### src/rtl/masked_blit_pkg.sv
package masked_blit_pkg;

  // strobes from sequencer to datapath
  typedef struct packed {
    logic latchMask;   // capture shifted mask from memRdata
    logic latchSrc;    // capture shifted source from memRdata
    logic useTail;     // trailing word: combine carries only
    logic clrMaskRem;  // zero mask carry
    logic clrSrcRem;   // zero source carry
  } dpCtl_t;

  typedef enum logic [2:0] {
    ST_IDLE,
    ST_MRD,
    ST_SRD,
    ST_DRD,
    ST_WRT,
    ST_FIN
  } blitState_t;

endpackage

### src/rtl/masked_blit_dp.sv
module masked_blit_dp
  import masked_blit_pkg::*;
#(
  parameter int DATA_W = 32,
  localparam int SH_W = $clog2(DATA_W)
) (
  input  logic              clk,
  input  logic              rstN,
  input  dpCtl_t            ctl,
  input  logic [SH_W-1:0]   shiftAmt,
  input  logic [DATA_W-1:0] rdData,
  output logic [DATA_W-1:0] wrData
);

  logic [DATA_W-1:0]   maskCur, maskRem, srcCur, srcRem;
  logic [2*DATA_W-1:0] spread;
  logic [DATA_W-1:0]   maskSel, srcSel;

  // upper half: shifted word, lower half: bits pushed out
  assign spread = {rdData, {DATA_W{1'b0}}} >> shiftAmt;

  always_ff @(posedge clk) begin
    if (!rstN) begin
      maskCur <= '0;
      maskRem <= '0;
      srcCur  <= '0;
      srcRem  <= '0;
    end else begin
      if (ctl.latchMask) begin
        maskCur <= spread[2*DATA_W-1:DATA_W] | maskRem;
        maskRem <= spread[DATA_W-1:0];
      end else if (ctl.clrMaskRem) begin
        maskRem <= '0;
      end
      if (ctl.latchSrc) begin
        srcCur <= spread[2*DATA_W-1:DATA_W] | srcRem;
        srcRem <= spread[DATA_W-1:0];
      end else if (ctl.clrSrcRem) begin
        srcRem <= '0;
      end
    end
  end

  always_comb begin
    maskSel = ctl.useTail ? maskRem : maskCur;
    srcSel  = ctl.useTail ? srcRem  : srcCur;
    wrData  = (rdData & ~maskSel) | srcSel;
  end

endmodule

### src/rtl/masked_blit_ctrl.sv
module masked_blit_ctrl
  import masked_blit_pkg::*;
#(
  parameter int ADDR_W = 12,
  parameter int WCNT_W = 5,
  parameter int LCNT_W = 6,
  parameter int PCNT_W = 3,
  parameter int SH_W   = 5
) (
  input  logic              clk,
  input  logic              rstN,
  input  logic              start,
  input  logic              reuseMask,
  input  logic [SH_W-1:0]   shiftIn,
  input  logic [WCNT_W-1:0] widthWords,
  input  logic [LCNT_W-1:0] lineCount,
  input  logic [PCNT_W-1:0] planeCount,
  input  logic [ADDR_W-1:0] srcBase,
  input  logic [ADDR_W-1:0] maskBase,
  input  logic [ADDR_W-1:0] dstBase,
  input  logic [ADDR_W-1:0] srcStride,
  input  logic [ADDR_W-1:0] maskStride,
  input  logic [ADDR_W-1:0] dstStride,
  input  logic [ADDR_W-1:0] srcPlaneStride,
  input  logic [ADDR_W-1:0] dstPlaneStride,
  output dpCtl_t            ctl,
  output logic [SH_W-1:0]   shiftOut,
  output logic              memRd,
  output logic              memWr,
  output logic [ADDR_W-1:0] memAddr,
  output logic              done,
  output logic              err
);

  localparam logic [ADDR_W-1:0] WORD_BYTES = ADDR_W'(4);

  blitState_t        state;
  logic              reuseR, fromMask, errFlag;
  logic [WCNT_W-1:0] widthR, wordIdx;
  logic [LCNT_W-1:0] linesR, lineIdx;
  logic [PCNT_W-1:0] planesR, planeIdx;
  logic [ADDR_W-1:0] sStrR, mStrR, dStrR, sPlStrR, dPlStrR, maskBaseR;
  logic [ADDR_W-1:0] sOuter, dOuter, sRow, dRow, mRow, wOff;
  logic [SH_W-1:0]   shiftR;

  logic tail, lastLine, lastPlane, nextIsTail, misaligned, badReuse, emptyJob;

  always_comb begin
    tail       = (wordIdx == widthR);
    lastLine   = (lineIdx == linesR - LCNT_W'(1));
    lastPlane  = (planeIdx == planesR - PCNT_W'(1));
    nextIsTail = (wordIdx + WCNT_W'(1)) == widthR;
    misaligned = |{srcBase[1:0], maskBase[1:0], dstBase[1:0], srcStride[1:0],
                   maskStride[1:0], dstStride[1:0], srcPlaneStride[1:0],
                   dstPlaneStride[1:0]};
    badReuse   = reuseMask && (widthWords != WCNT_W'(1));
    emptyJob   = (widthWords == '0) || (lineCount == '0) || (planeCount == '0);
  end

  always_ff @(posedge clk) begin
    if (!rstN) begin
      state     <= ST_IDLE;
      reuseR    <= 1'b0;
      fromMask  <= 1'b0;
      errFlag   <= 1'b0;
      widthR    <= '0;
      wordIdx   <= '0;
      linesR    <= '0;
      lineIdx   <= '0;
      planesR   <= '0;
      planeIdx  <= '0;
      sStrR     <= '0;
      mStrR     <= '0;
      dStrR     <= '0;
      sPlStrR   <= '0;
      dPlStrR   <= '0;
      maskBaseR <= '0;
      sOuter    <= '0;
      dOuter    <= '0;
      sRow      <= '0;
      dRow      <= '0;
      mRow      <= '0;
      wOff      <= '0;
      shiftR    <= '0;
    end else begin
      case (state)
        ST_IDLE: if (start) begin
          errFlag   <= misaligned || badReuse;
          reuseR    <= reuseMask;
          widthR    <= widthWords;
          linesR    <= lineCount;
          planesR   <= planeCount;
          sStrR     <= srcStride;
          mStrR     <= maskStride;
          dStrR     <= dstStride;
          sPlStrR   <= srcPlaneStride;
          dPlStrR   <= dstPlaneStride;
          maskBaseR <= maskBase;
          shiftR    <= shiftIn;
          sOuter    <= srcBase;
          dOuter    <= dstBase;
          sRow      <= srcBase;
          dRow      <= dstBase;
          mRow      <= maskBase;
          wOff      <= '0;
          wordIdx   <= '0;
          lineIdx   <= '0;
          planeIdx  <= '0;
          if (!(misaligned || badReuse)) state <= emptyJob ? ST_FIN : ST_MRD;
        end
        ST_MRD: begin
          fromMask <= 1'b1;
          state    <= ST_SRD;
        end
        ST_SRD: begin
          fromMask <= 1'b0;
          state    <= ST_DRD;
        end
        ST_DRD: state <= ST_WRT;
        ST_WRT: begin
          if (!tail) begin
            wordIdx <= wordIdx + WCNT_W'(1);
            wOff    <= wOff + WORD_BYTES;
            state   <= nextIsTail ? ST_DRD : ST_MRD;
          end else begin
            wordIdx <= '0;
            wOff    <= '0;
            if (!reuseR) begin
              if (!lastLine) begin
                lineIdx <= lineIdx + LCNT_W'(1);
                sRow    <= sRow + sStrR;
                dRow    <= dRow + dStrR;
                mRow    <= mRow + mStrR;
                state   <= ST_MRD;
              end else if (!lastPlane) begin
                planeIdx <= planeIdx + PCNT_W'(1);
                lineIdx  <= '0;
                sOuter   <= sOuter + sPlStrR;
                dOuter   <= dOuter + dPlStrR;
                sRow     <= sOuter + sPlStrR;
                dRow     <= dOuter + dPlStrR;
                mRow     <= maskBaseR;
                state    <= ST_MRD;
              end else begin
                state <= ST_FIN;
              end
            end else begin
              if (!lastPlane) begin
                planeIdx <= planeIdx + PCNT_W'(1);
                sRow     <= sRow + sPlStrR;
                dRow     <= dRow + dPlStrR;
                state    <= ST_SRD;
              end else if (!lastLine) begin
                lineIdx  <= lineIdx + LCNT_W'(1);
                planeIdx <= '0;
                sOuter   <= sOuter + sStrR;
                dOuter   <= dOuter + dStrR;
                sRow     <= sOuter + sStrR;
                dRow     <= dOuter + dStrR;
                mRow     <= mRow + mStrR;
                state    <= ST_MRD;
              end else begin
                state <= ST_FIN;
              end
            end
          end
        end
        ST_FIN:  state <= ST_IDLE;
        default: state <= ST_IDLE;
      endcase
    end
  end

  always_comb begin
    ctl.latchMask  = (state == ST_SRD) && fromMask;
    ctl.latchSrc   = (state == ST_DRD) && !tail;
    ctl.useTail    = tail;
    ctl.clrSrcRem  = ((state == ST_IDLE) && start) || ((state == ST_WRT) && tail);
    ctl.clrMaskRem = ((state == ST_IDLE) && start) ||
                     ((state == ST_WRT) && tail && (!reuseR || lastPlane));
    memRd    = (state == ST_MRD) || (state == ST_SRD) || (state == ST_DRD);
    memWr    = (state == ST_WRT);
    case (state)
      ST_MRD:  memAddr = mRow + wOff;
      ST_SRD:  memAddr = sRow + wOff;
      default: memAddr = dRow + wOff;
    endcase
    done     = (state == ST_FIN);
    err      = errFlag;
    shiftOut = shiftR;
  end

endmodule

### src/rtl/masked_blit.sv
module masked_blit
  import masked_blit_pkg::*;
#(
  parameter int ADDR_W = 12,
  parameter int DATA_W = 32,
  parameter int WCNT_W = 5,
  parameter int LCNT_W = 6,
  parameter int PCNT_W = 3,
  localparam int SH_W = $clog2(DATA_W)
) (
  input  logic              clk,
  input  logic              rstN,
  input  logic              start,
  input  logic              reuseMask,
  input  logic [SH_W-1:0]   shiftAmt,
  input  logic [WCNT_W-1:0] widthWords,
  input  logic [LCNT_W-1:0] lineCount,
  input  logic [PCNT_W-1:0] planeCount,
  input  logic [ADDR_W-1:0] srcBase,
  input  logic [ADDR_W-1:0] maskBase,
  input  logic [ADDR_W-1:0] dstBase,
  input  logic [ADDR_W-1:0] srcStride,
  input  logic [ADDR_W-1:0] maskStride,
  input  logic [ADDR_W-1:0] dstStride,
  input  logic [ADDR_W-1:0] srcPlaneStride,
  input  logic [ADDR_W-1:0] dstPlaneStride,
  output logic              memRd,
  output logic              memWr,
  output logic [ADDR_W-1:0] memAddr,
  output logic [DATA_W-1:0] memWdata,
  input  logic [DATA_W-1:0] memRdata,
  output logic              done,
  output logic              err
);

  dpCtl_t          ctl;
  logic [SH_W-1:0] shiftR;

  masked_blit_ctrl #(
    .ADDR_W(ADDR_W), .WCNT_W(WCNT_W), .LCNT_W(LCNT_W),
    .PCNT_W(PCNT_W), .SH_W(SH_W)
  ) u_ctrl (
    .clk(clk), .rstN(rstN), .start(start), .reuseMask(reuseMask),
    .shiftIn(shiftAmt), .widthWords(widthWords), .lineCount(lineCount),
    .planeCount(planeCount), .srcBase(srcBase), .maskBase(maskBase),
    .dstBase(dstBase), .srcStride(srcStride), .maskStride(maskStride),
    .dstStride(dstStride), .srcPlaneStride(srcPlaneStride),
    .dstPlaneStride(dstPlaneStride), .ctl(ctl), .shiftOut(shiftR),
    .memRd(memRd), .memWr(memWr), .memAddr(memAddr), .done(done), .err(err)
  );

  masked_blit_dp #(.DATA_W(DATA_W)) u_dp (
    .clk(clk), .rstN(rstN), .ctl(ctl), .shiftAmt(shiftR),
    .rdData(memRdata), .wrData(memWdata)
  );

endmodule

### config.mk
export PLATFORM = sky130hd
export DESIGN_NAME = masked_blit
export DESIGN_NICKNAME = d
export VERILOG_FILES = /design/src/rtl/masked_blit_pkg.sv /design/src/rtl/masked_blit_dp.sv /design/src/rtl/masked_blit_ctrl.sv /design/src/rtl/masked_blit.sv
export SDC_FILE = /design/constraint.sdc
export NUM_CORES = 1
export LEC_CHECK = 0
export ABC_AREA = 1
export BUFFER_PORTS_ARGS = -buffer_cell sky130_fd_sc_hd__clkbuf_2
export CORE_ASPECT_RATIO = 0.9
export CORE_MARGIN = 2
export CORE_UTILIZATION = 38
export CTS_BUF_LIST = sky130_fd_sc_hd__clkbuf_16
export CTS_CLUSTER_DIAMETER = 50
export CTS_CLUSTER_SIZE = 30
export DETAILED_ROUTE_END_ITERATION = 10
export SLEW_MARGIN = 20
export SYNTH_ARGS = -nofsm -noshare
export SYNTH_HDL_FRONTEND = slang
export SYNTH_SLANG_ARGS = --single-unit
### constraint.sdc
create_clock -name clk -period 8.8 [get_ports clk]
set_input_delay 1.76 -clock clk [delete_from_list [all_inputs] [get_ports clk]]
set_output_delay 1.76 -clock clk [all_outputs]
set_load 0.02 [all_outputs]
==> results of run 1 <==
==> placed cells by master, fill, tap and decap left out, types with 8 or more instances in the layout <==
| cell type | count |
|---|---|
| nand2_1 | 907 |
| nor2_1 | 523 |
| o21ai_0 | 377 |
| inv_1 | 350 |
| dfxtp_1 | 305 |
| nand3_1 | 298 |
| a21oi_1 | 281 |
| clkbuf_2 | 197 |
| ha_1 | 114 |
| xor2_1 | 51 |
| clkbuf_16 | 45 |
| xnor2_1 | 36 |
| or2_2 | 28 |
| buf_4 | 24 |
| nand4_1 | 21 |
| o211ai_1 | 13 |
| a31oi_1 | 13 |
| nor3_1 | 12 |
| a21o_1 | 10 |
| nand3b_1 | 10 |
| inv_2 | 9 |
| fa_1 | 9 |
| nor2_4 | 8 |
| o21bai_1 | 8 |
==> power by group <==
part	switching [mW]	leakage (nW)	total (mW)	internal (mW)
logic	0.647	8.88	0.951	0.304
clock network	0.783	0.751	1.90	1.12
registers	0.0686	2.51	1.51	1.44
total	1.50	12.1	4.36	2.86
==> synthesized netlist by cell type (5+ instances only) <==
cell type / count / share of area
nand2_1: 907 / 0.16
nor2_2: 5 / 0.0014
o21bai_1: 8 / 0.0027
buf_1: 14 / 0.0024
ha_1: 114 / 0.065
o21ai_0: 377 / 0.086
nand3_1: 298 / 0.068
dfxtp_1: 307 / 0.28
fa_1: 9 / 0.0082
inv_2: 10 / 0.0017
a31oi_1: 13 / 0.0037
nand2_2: 6 / 0.0017
nand4_1: 21 / 0.0060
buf_2: 39 / 0.0089
a21o_1: 10 / 0.0034
o211ai_1: 13 / 0.0045
xnor2_1: 36 / 0.014
nor4_1: 5 / 0.0014
or2_2: 28 / 0.0080
a21oi_1: 281 / 0.064
nor3_1: 12 / 0.0027
inv_1: 351 / 0.060
nand3b_1: 10 / 0.0034
nor2_4: 6 / 0.0031
xor2_1: 51 / 0.020
clkbuf_1: 107 / 0.018
nor2_1: 526 / 0.090
==> kinds of logic after synthesis <==
logic type	Yosys count
buffers and inverters	528
adder cells (fa/ha/maj)	123
multiplexers	4
AND/OR/NAND/NOR	1828
AO/OA/AOI/OAI	718
XOR/XNOR	87
flip-flops	307
==> layer usage <==
layer | share of wire | vias to the layer above
li1 | - | 11846
met1 | 0.51 | 10657
met2 | 0.39 | 834
met3 | 0.072 | 122
met4 | 0.026 | 2
met5 | 0.00020 | -
==> metrics by stage <==
step | setup WS [ps] | hold slack (ps) | utilization
after global routing | 2570 | 476 | 0.437
after global placement | 3620 | 442 | 0.410
after detailed placement | 3560 | 448 | 0.410
after floorplan | 4080 | 430 | -
after CTS | 2900 | 455 | 0.437
final | 2860 | 456 | 0.437
==> sequential cells by signal, indices dropped and copies added, names as in the netlist, 31 cells and up <==
| name | flops |
|---|---|
| u_dp.maskRem | 31 |
| u_dp.maskCur | 32 |
| u_dp.srcRem | 31 |
| u_dp.srcCur | 32 |
==> worst reg2reg max path, stage by stage (launching register included) <==
cell	delay (ps)
dfxtp_1	400
xnor2_1	180
nand2_1	140
nor2_4	330
buf_4	480
nand2_2	110
nand2_2	140
inv_2	60
nor2_4	610
nand3_4	520
inv_2	420
nor2_1	80
nor2_1	100
==> layout make-up <==
class | instances | area, um^2 | share of cell area
clock buffer | 45 | 1130 | 0.0452
inverter | 363 | 1370 | 0.0549
multi-input combinational | 2760 | 13700 | 0.550
clock inverter | 35 | 422 | 0.0169
tap | 765 | 957 | 0.0384
sequential | 307 | 6150 | 0.247
timing repair buffer | 222 | 1180 | 0.0473
==> worst paths after layout <==
kind | end
max | memAddr[11]
min | u_ctrl.maskBaseR[6]
max reg2reg | u_ctrl.dOuter[3]
min reg2reg | u_ctrl.maskBaseR[6]
==> flow_metrics.tcl, run 1 <==
set metrics [dict create \
    hold_path_class "reg2reg" \
    grt_pass1_wl_um 122000 \
    yosys_warnings 0 \
    cts_tree "yes" \
    io_buffers 198 \
    cpMaxStageDelayCell "dfxtp_1" \
    ys_seq_elements 307 \
    met3_usage 0.0338 \
    finalMaxSlewViolations 0 \
    critPathRequiredTime_ps 7040 \
    fin_crit_ps 5940 \
    drive_gt1_frac 0.0973 \
    synth-edff-count 0 \
    grt_max_degree 93 \
    clk_pin_slew_worst_paths_ps 60 \
    dp_hpwl_um 58300 \
    wl_per_cell_um 17.8 \
    core_area_mm2 0.0570 \
    start_util 0.384 \
    yosysSeqAreaShare 0.281 \
    layout.nets 3972 \
    grt_busiest_layer "met1" \
    viasPerCell 5.22 \
    power_mw 4.36 \
    fin_worst_skew_ps 34.8 \
    p_per_area_mw_per_mm2 175 \
    cp_max_fo 16 \
    rows 83 \
    synth_cells 3595 \
    min-delay-start "u_ctrl.maskBaseR[6]" \
    synthesis.area_mm2 0.0219 \
    startpoint "u_ctrl.state[2]" \
    first_pass_iters 5 \
    leakage_nw 12.1 \
    reg2reg_slack_ps 5170 \
    ir_drop_uv 124 \
    rr_startpoint "u_ctrl.wordIdx[3]" \
    setup_viol 0 \
    syn-num-nets 3869 \
    num_vias 23461 \
    grt_usage 0.261 \
    post-cts-setup-buffer-count 0 \
    critPathCaptureType "output pin" \
    final_area_mm2 0.0249 \
    synth_compound_area_frac 0.171 \
    max_cap_viol_count 0 \
    diodes 0 \
    drtAntennaViolNets 0 \
    synth_top_family_by_area "simple AND/OR/NAND/NOR gates" \
    antenna_found_initial 1 \
    hold_buffers 0 \
    cts_buffer_depth 3 \
    status "finished, final reports clean" \
    grt_pass1_vias 21042 \
    finalCritPeriodShare 0.675 \
    fin_cells 4497 \
    critPathLaunchType "register" \
    n_fill_cell 6233 \
    place_area_mm2 0.0234 \
    cpLargestDelayFamily "compound AO/OA/AOI/OAI gates" \
    worstHoldPathCells 2 \
    routed_wl_um 80200 \
    yosys_most_used_dff "dfxtp_1" \
    synth.avg_cell_area_um2 6.09 \
    grt_use_met2 0.368 \
    crit_chain "nor2_1, nand2_1, inv_2, nor2_1, inv_1, o21ai_0, inv_1, ha_1, a21o_1, a21o_1, nand2_1, nand2_1, a21o_1, a21oi_1, xor2_1, clkbuf_2" \
    syn_to_final_growth_pct 13.8 \
    rsz0062_at_grt "false" \
    slew-limit-headroom 0.238 \
    cts.repair.resized 0 \
    num_io_pins 199 \
    die_area_mm2 0.0595 \
    dp.cells 4417 \
    crit_cells 16 \
    synth-simple-area-share 0.344 \
    htree_levels 2 \
    clock_latency_ps 590 \
    synth_adder_area_share 0.0734 \
    fin_tns_setup_ps 0 \
    synthArstFlopShare 0 \
    fmax_mhz 168 \
    gp_congestion 0.945 \
    fp.dieW_um 257 \
    synth.distinct_cells 42 \
    use_met1 0.405 \
    synth.mux.area_fraction 0.00183 \
    cts_root_buffer "clkbuf_16" \
    critPathKind "reg2out" \
    cts_buffers 44 \
    cts_sinks 307 \
    critPathArrivalTime_ps 4180 \
    drtIter0Drc 2325 \
    path_buf_inv 4 \
    rr_worst_depth 12 \
    tightest_slew_ps 1140 \
    overflow 0 \
    cpPeakStageDelay_ps 420 \
    fp.dieH_um 232 \
    route.detailed.drc 0 \
    finalHoldViolCount 0 \
    synth_xor_area_frac 0.0348 \
]
Power figures use the tool's default switching activity.
==> run 2, diff against run 1 <==
Clock period 8.8 ns to 6 ns, I/O delays scaled along.
==> run 2 against run 1 <==
Compared with the run above: combinational power is 47% higher; critical path depth stayed put; register-to-register slack worse by 2700 ps; global-route usage is 0.16 points higher; clock skew is 9.0 ps higher; design area is 0.24% lower; utilization is 0.11 points lower; sequential share of layout area is 0.060 points higher; critical path type unchanged; critical endpoint unchanged.
==> flow_metrics.tcl, run 2 (synthesis gave the netlist of run 1 again) <==
set metrics [dict create \
    swShare 0.350 \
    finalMaxSlewViolations 0 \
    fin_crit_ps 5400 \
    critPathArrivalTime_ps 4200 \
    path_buf_inv 4 \
    fp.dieH_um 232 \
    die_area_mm2 0.0595 \
    place_area_mm2 0.0234 \
    grt_usage 0.262 \
    cts_buffers 47 \
    finalCritPeriodShare 0.900 \
    cp_max_fo 16 \
    cpMaxStageDelayCell "dfxtp_1" \
    p_sw_mw 2.19 \
    cts_sinks 307 \
    clk_pin_slew_worst_paths_ps 60 \
    startpoint "u_ctrl.state[2]" \
    rows 83 \
    final_area_mm2 0.0248 \
    clock_latency_ps 610 \
    crit_chain "nor2_1, nand2_1, inv_2, nor2_1, inv_1, o21ai_0, inv_1, ha_1, a21o_1, a21o_1, nand2_1, nand2_1, a21o_1, a21oi_1, xor2_1, clkbuf_2" \
    overflow 0 \
    wl_per_cell_um 17.9 \
    dp_hpwl_um 58500 \
    status "finished, final reports clean" \
    grt_max_degree 154 \
    seqPwrFrac 0.355 \
    critPathKind "reg2out" \
    grt_pass1_wl_um 122000 \
    rsz0062_at_grt "false" \
    n_fill_cell 6204 \
    ir_drop_uv 187 \
    fin_worst_skew_ps 43.8 \
    layout_common_cells "907 x nand2_1, 523 x nor2_1, 377 x o21ai_0" \
    drtIter0Drc 2388 \
    gp_congestion 0.956 \
    post-cts-setup-buffer-count 0 \
    slew-limit-headroom 0.218 \
    core_area_mm2 0.0570 \
    critPathRequiredTime_ps 4800 \
    htree_levels 2 \
    diodes 0 \
    critPathCaptureType "output pin" \
    cts_tree "yes" \
    cts_buffer_depth 3 \
    first_pass_iters 6 \
    comb_power_share 0.223 \
    num_io_pins 199 \
    fmax_mhz 185 \
    cpPeakStageDelay_ps 410 \
    leakage_nw 12.1 \
    seq_area_mm2 0.00615 \
    final_common_cell "nand2_1" \
    fin_cells 4503 \
    drtAntennaViolNets 0 \
    io_buffers 198 \
    route.detailed.drc 0 \
    grt_pass1_vias 20880 \
    num_vias 23601 \
    cts.repair.resized 0 \
    min-delay-start "u_ctrl.maskBaseR[5]" \
    cts_root_buffer "clkbuf_16" \
    antenna_found_initial 2 \
    multi_input_area_mm2 0.0137 \
    routed_wl_um 80400 \
    tightest_slew_ps 1170 \
    p_clk_frac 0.422 \
    finalHoldViolCount 0 \
    critPathLaunchType "register" \
    setup_viol 0 \
    layout.nets 3974 \
    cpLargestDelayFamily "compound AO/OA/AOI/OAI gates" \
    fp.dieW_um 257 \
    fin_tns_setup_ps 0 \
    hold_path_class "reg2reg" \
    rr_startpoint "u_ctrl.planesR[0]" \
    reg_top3 "u_dp.maskCur: 32 flops, u_dp.srcCur: 32 flops" \
    dp.cells 4416 \
    p_int_mw 4.07 \
    hold_buffers 0 \
    viasPerCell 5.24 \
    max_cap_viol_count 0 \
    drive_gt1_frac 0.0971 \
    start_util 0.384 \
    power_mw 6.27 \
    p_per_area_mw_per_mm2 252 \
    syn_to_final_growth_pct 13.5 \
]
## run 2: changes by cell type in the layout (fill, tap and decap cells not counted)
| cell | delta |
|---|---|
| buf_12 | +1 |
| buf_4 | -2 |
| bufinv_16 | -5 |
| clkbuf_16 | +4 |
| clkinv_1 | +2 |
| clkinv_2 | +5 |
| clkinv_8 | -2 |
| clkinvlp_4 | +3 |
| inv_1 | +4 |
| inv_12 | -1 |
| inv_6 | +1 |
| inv_8 | -4 |
## run 2: cell type report
cell class | count | area share
clock inverters | 38 | 0.0103
well taps | 765 | 0.0385
inverters | 363 | 0.0550
flip-flops and latches | 307 | 0.247
multi-input cells | 2760 | 0.552
repair buffers | 221 | 0.0476
clock buffers | 49 | 0.0494
## run 2: power groups by stage
stage / combinational [mW] / clock, mW / sequential [mW]
after floorplan: 0.954 / 0 / 2.21
after global placement: 1.36 / 0 / 2.27
after detailed placement: 1.36 / 0 / 2.27
after CTS: 1.37 / 2.68 / 2.22
after global routing: 1.55 / 2.77 / 2.23
final: 1.40 / 2.65 / 2.23
## run 2: per-stage QoR
| step | worst slack [ps] | util | hold WS [ps] |
|---|---|---|---|
| after floorplan | 1840 | - | 430 |
| after global placement | 1370 | 0.410 | 442 |
| after detailed placement | 1340 | 0.410 | 446 |
| after CTS | 656 | 0.436 | 454 |
| after global routing | 368 | 0.436 | 474 |
| final | 600 | 0.436 | 455 |
## run 2: final timing paths
check	end	slack [ps]	depth (start not counted)
worst min-delay path	u_ctrl.maskBaseR[5]	460	2
worst max register to register	u_ctrl.mRow[6]	2520	11
worst max-delay path	memAddr[11]	600	16
worst min register to register	u_ctrl.maskBaseR[5]	460	2
## run 2: worst min-delay path, delay by kind of cell (launching register included)
kind,cells,cell delay [ps]
buffers and inverters,1,60
AOI/OAI and AO/OA,1,50
DFF,1,300
## run 2: layer usage
layer	vias up	routed length [um]	track usage
met3	124	6680	0.0504
li1	11875	-	-
met1	10709	40000	0.400
met4	0	1980	0.0716
met2	893	31700	0.369
met5	-	0	0
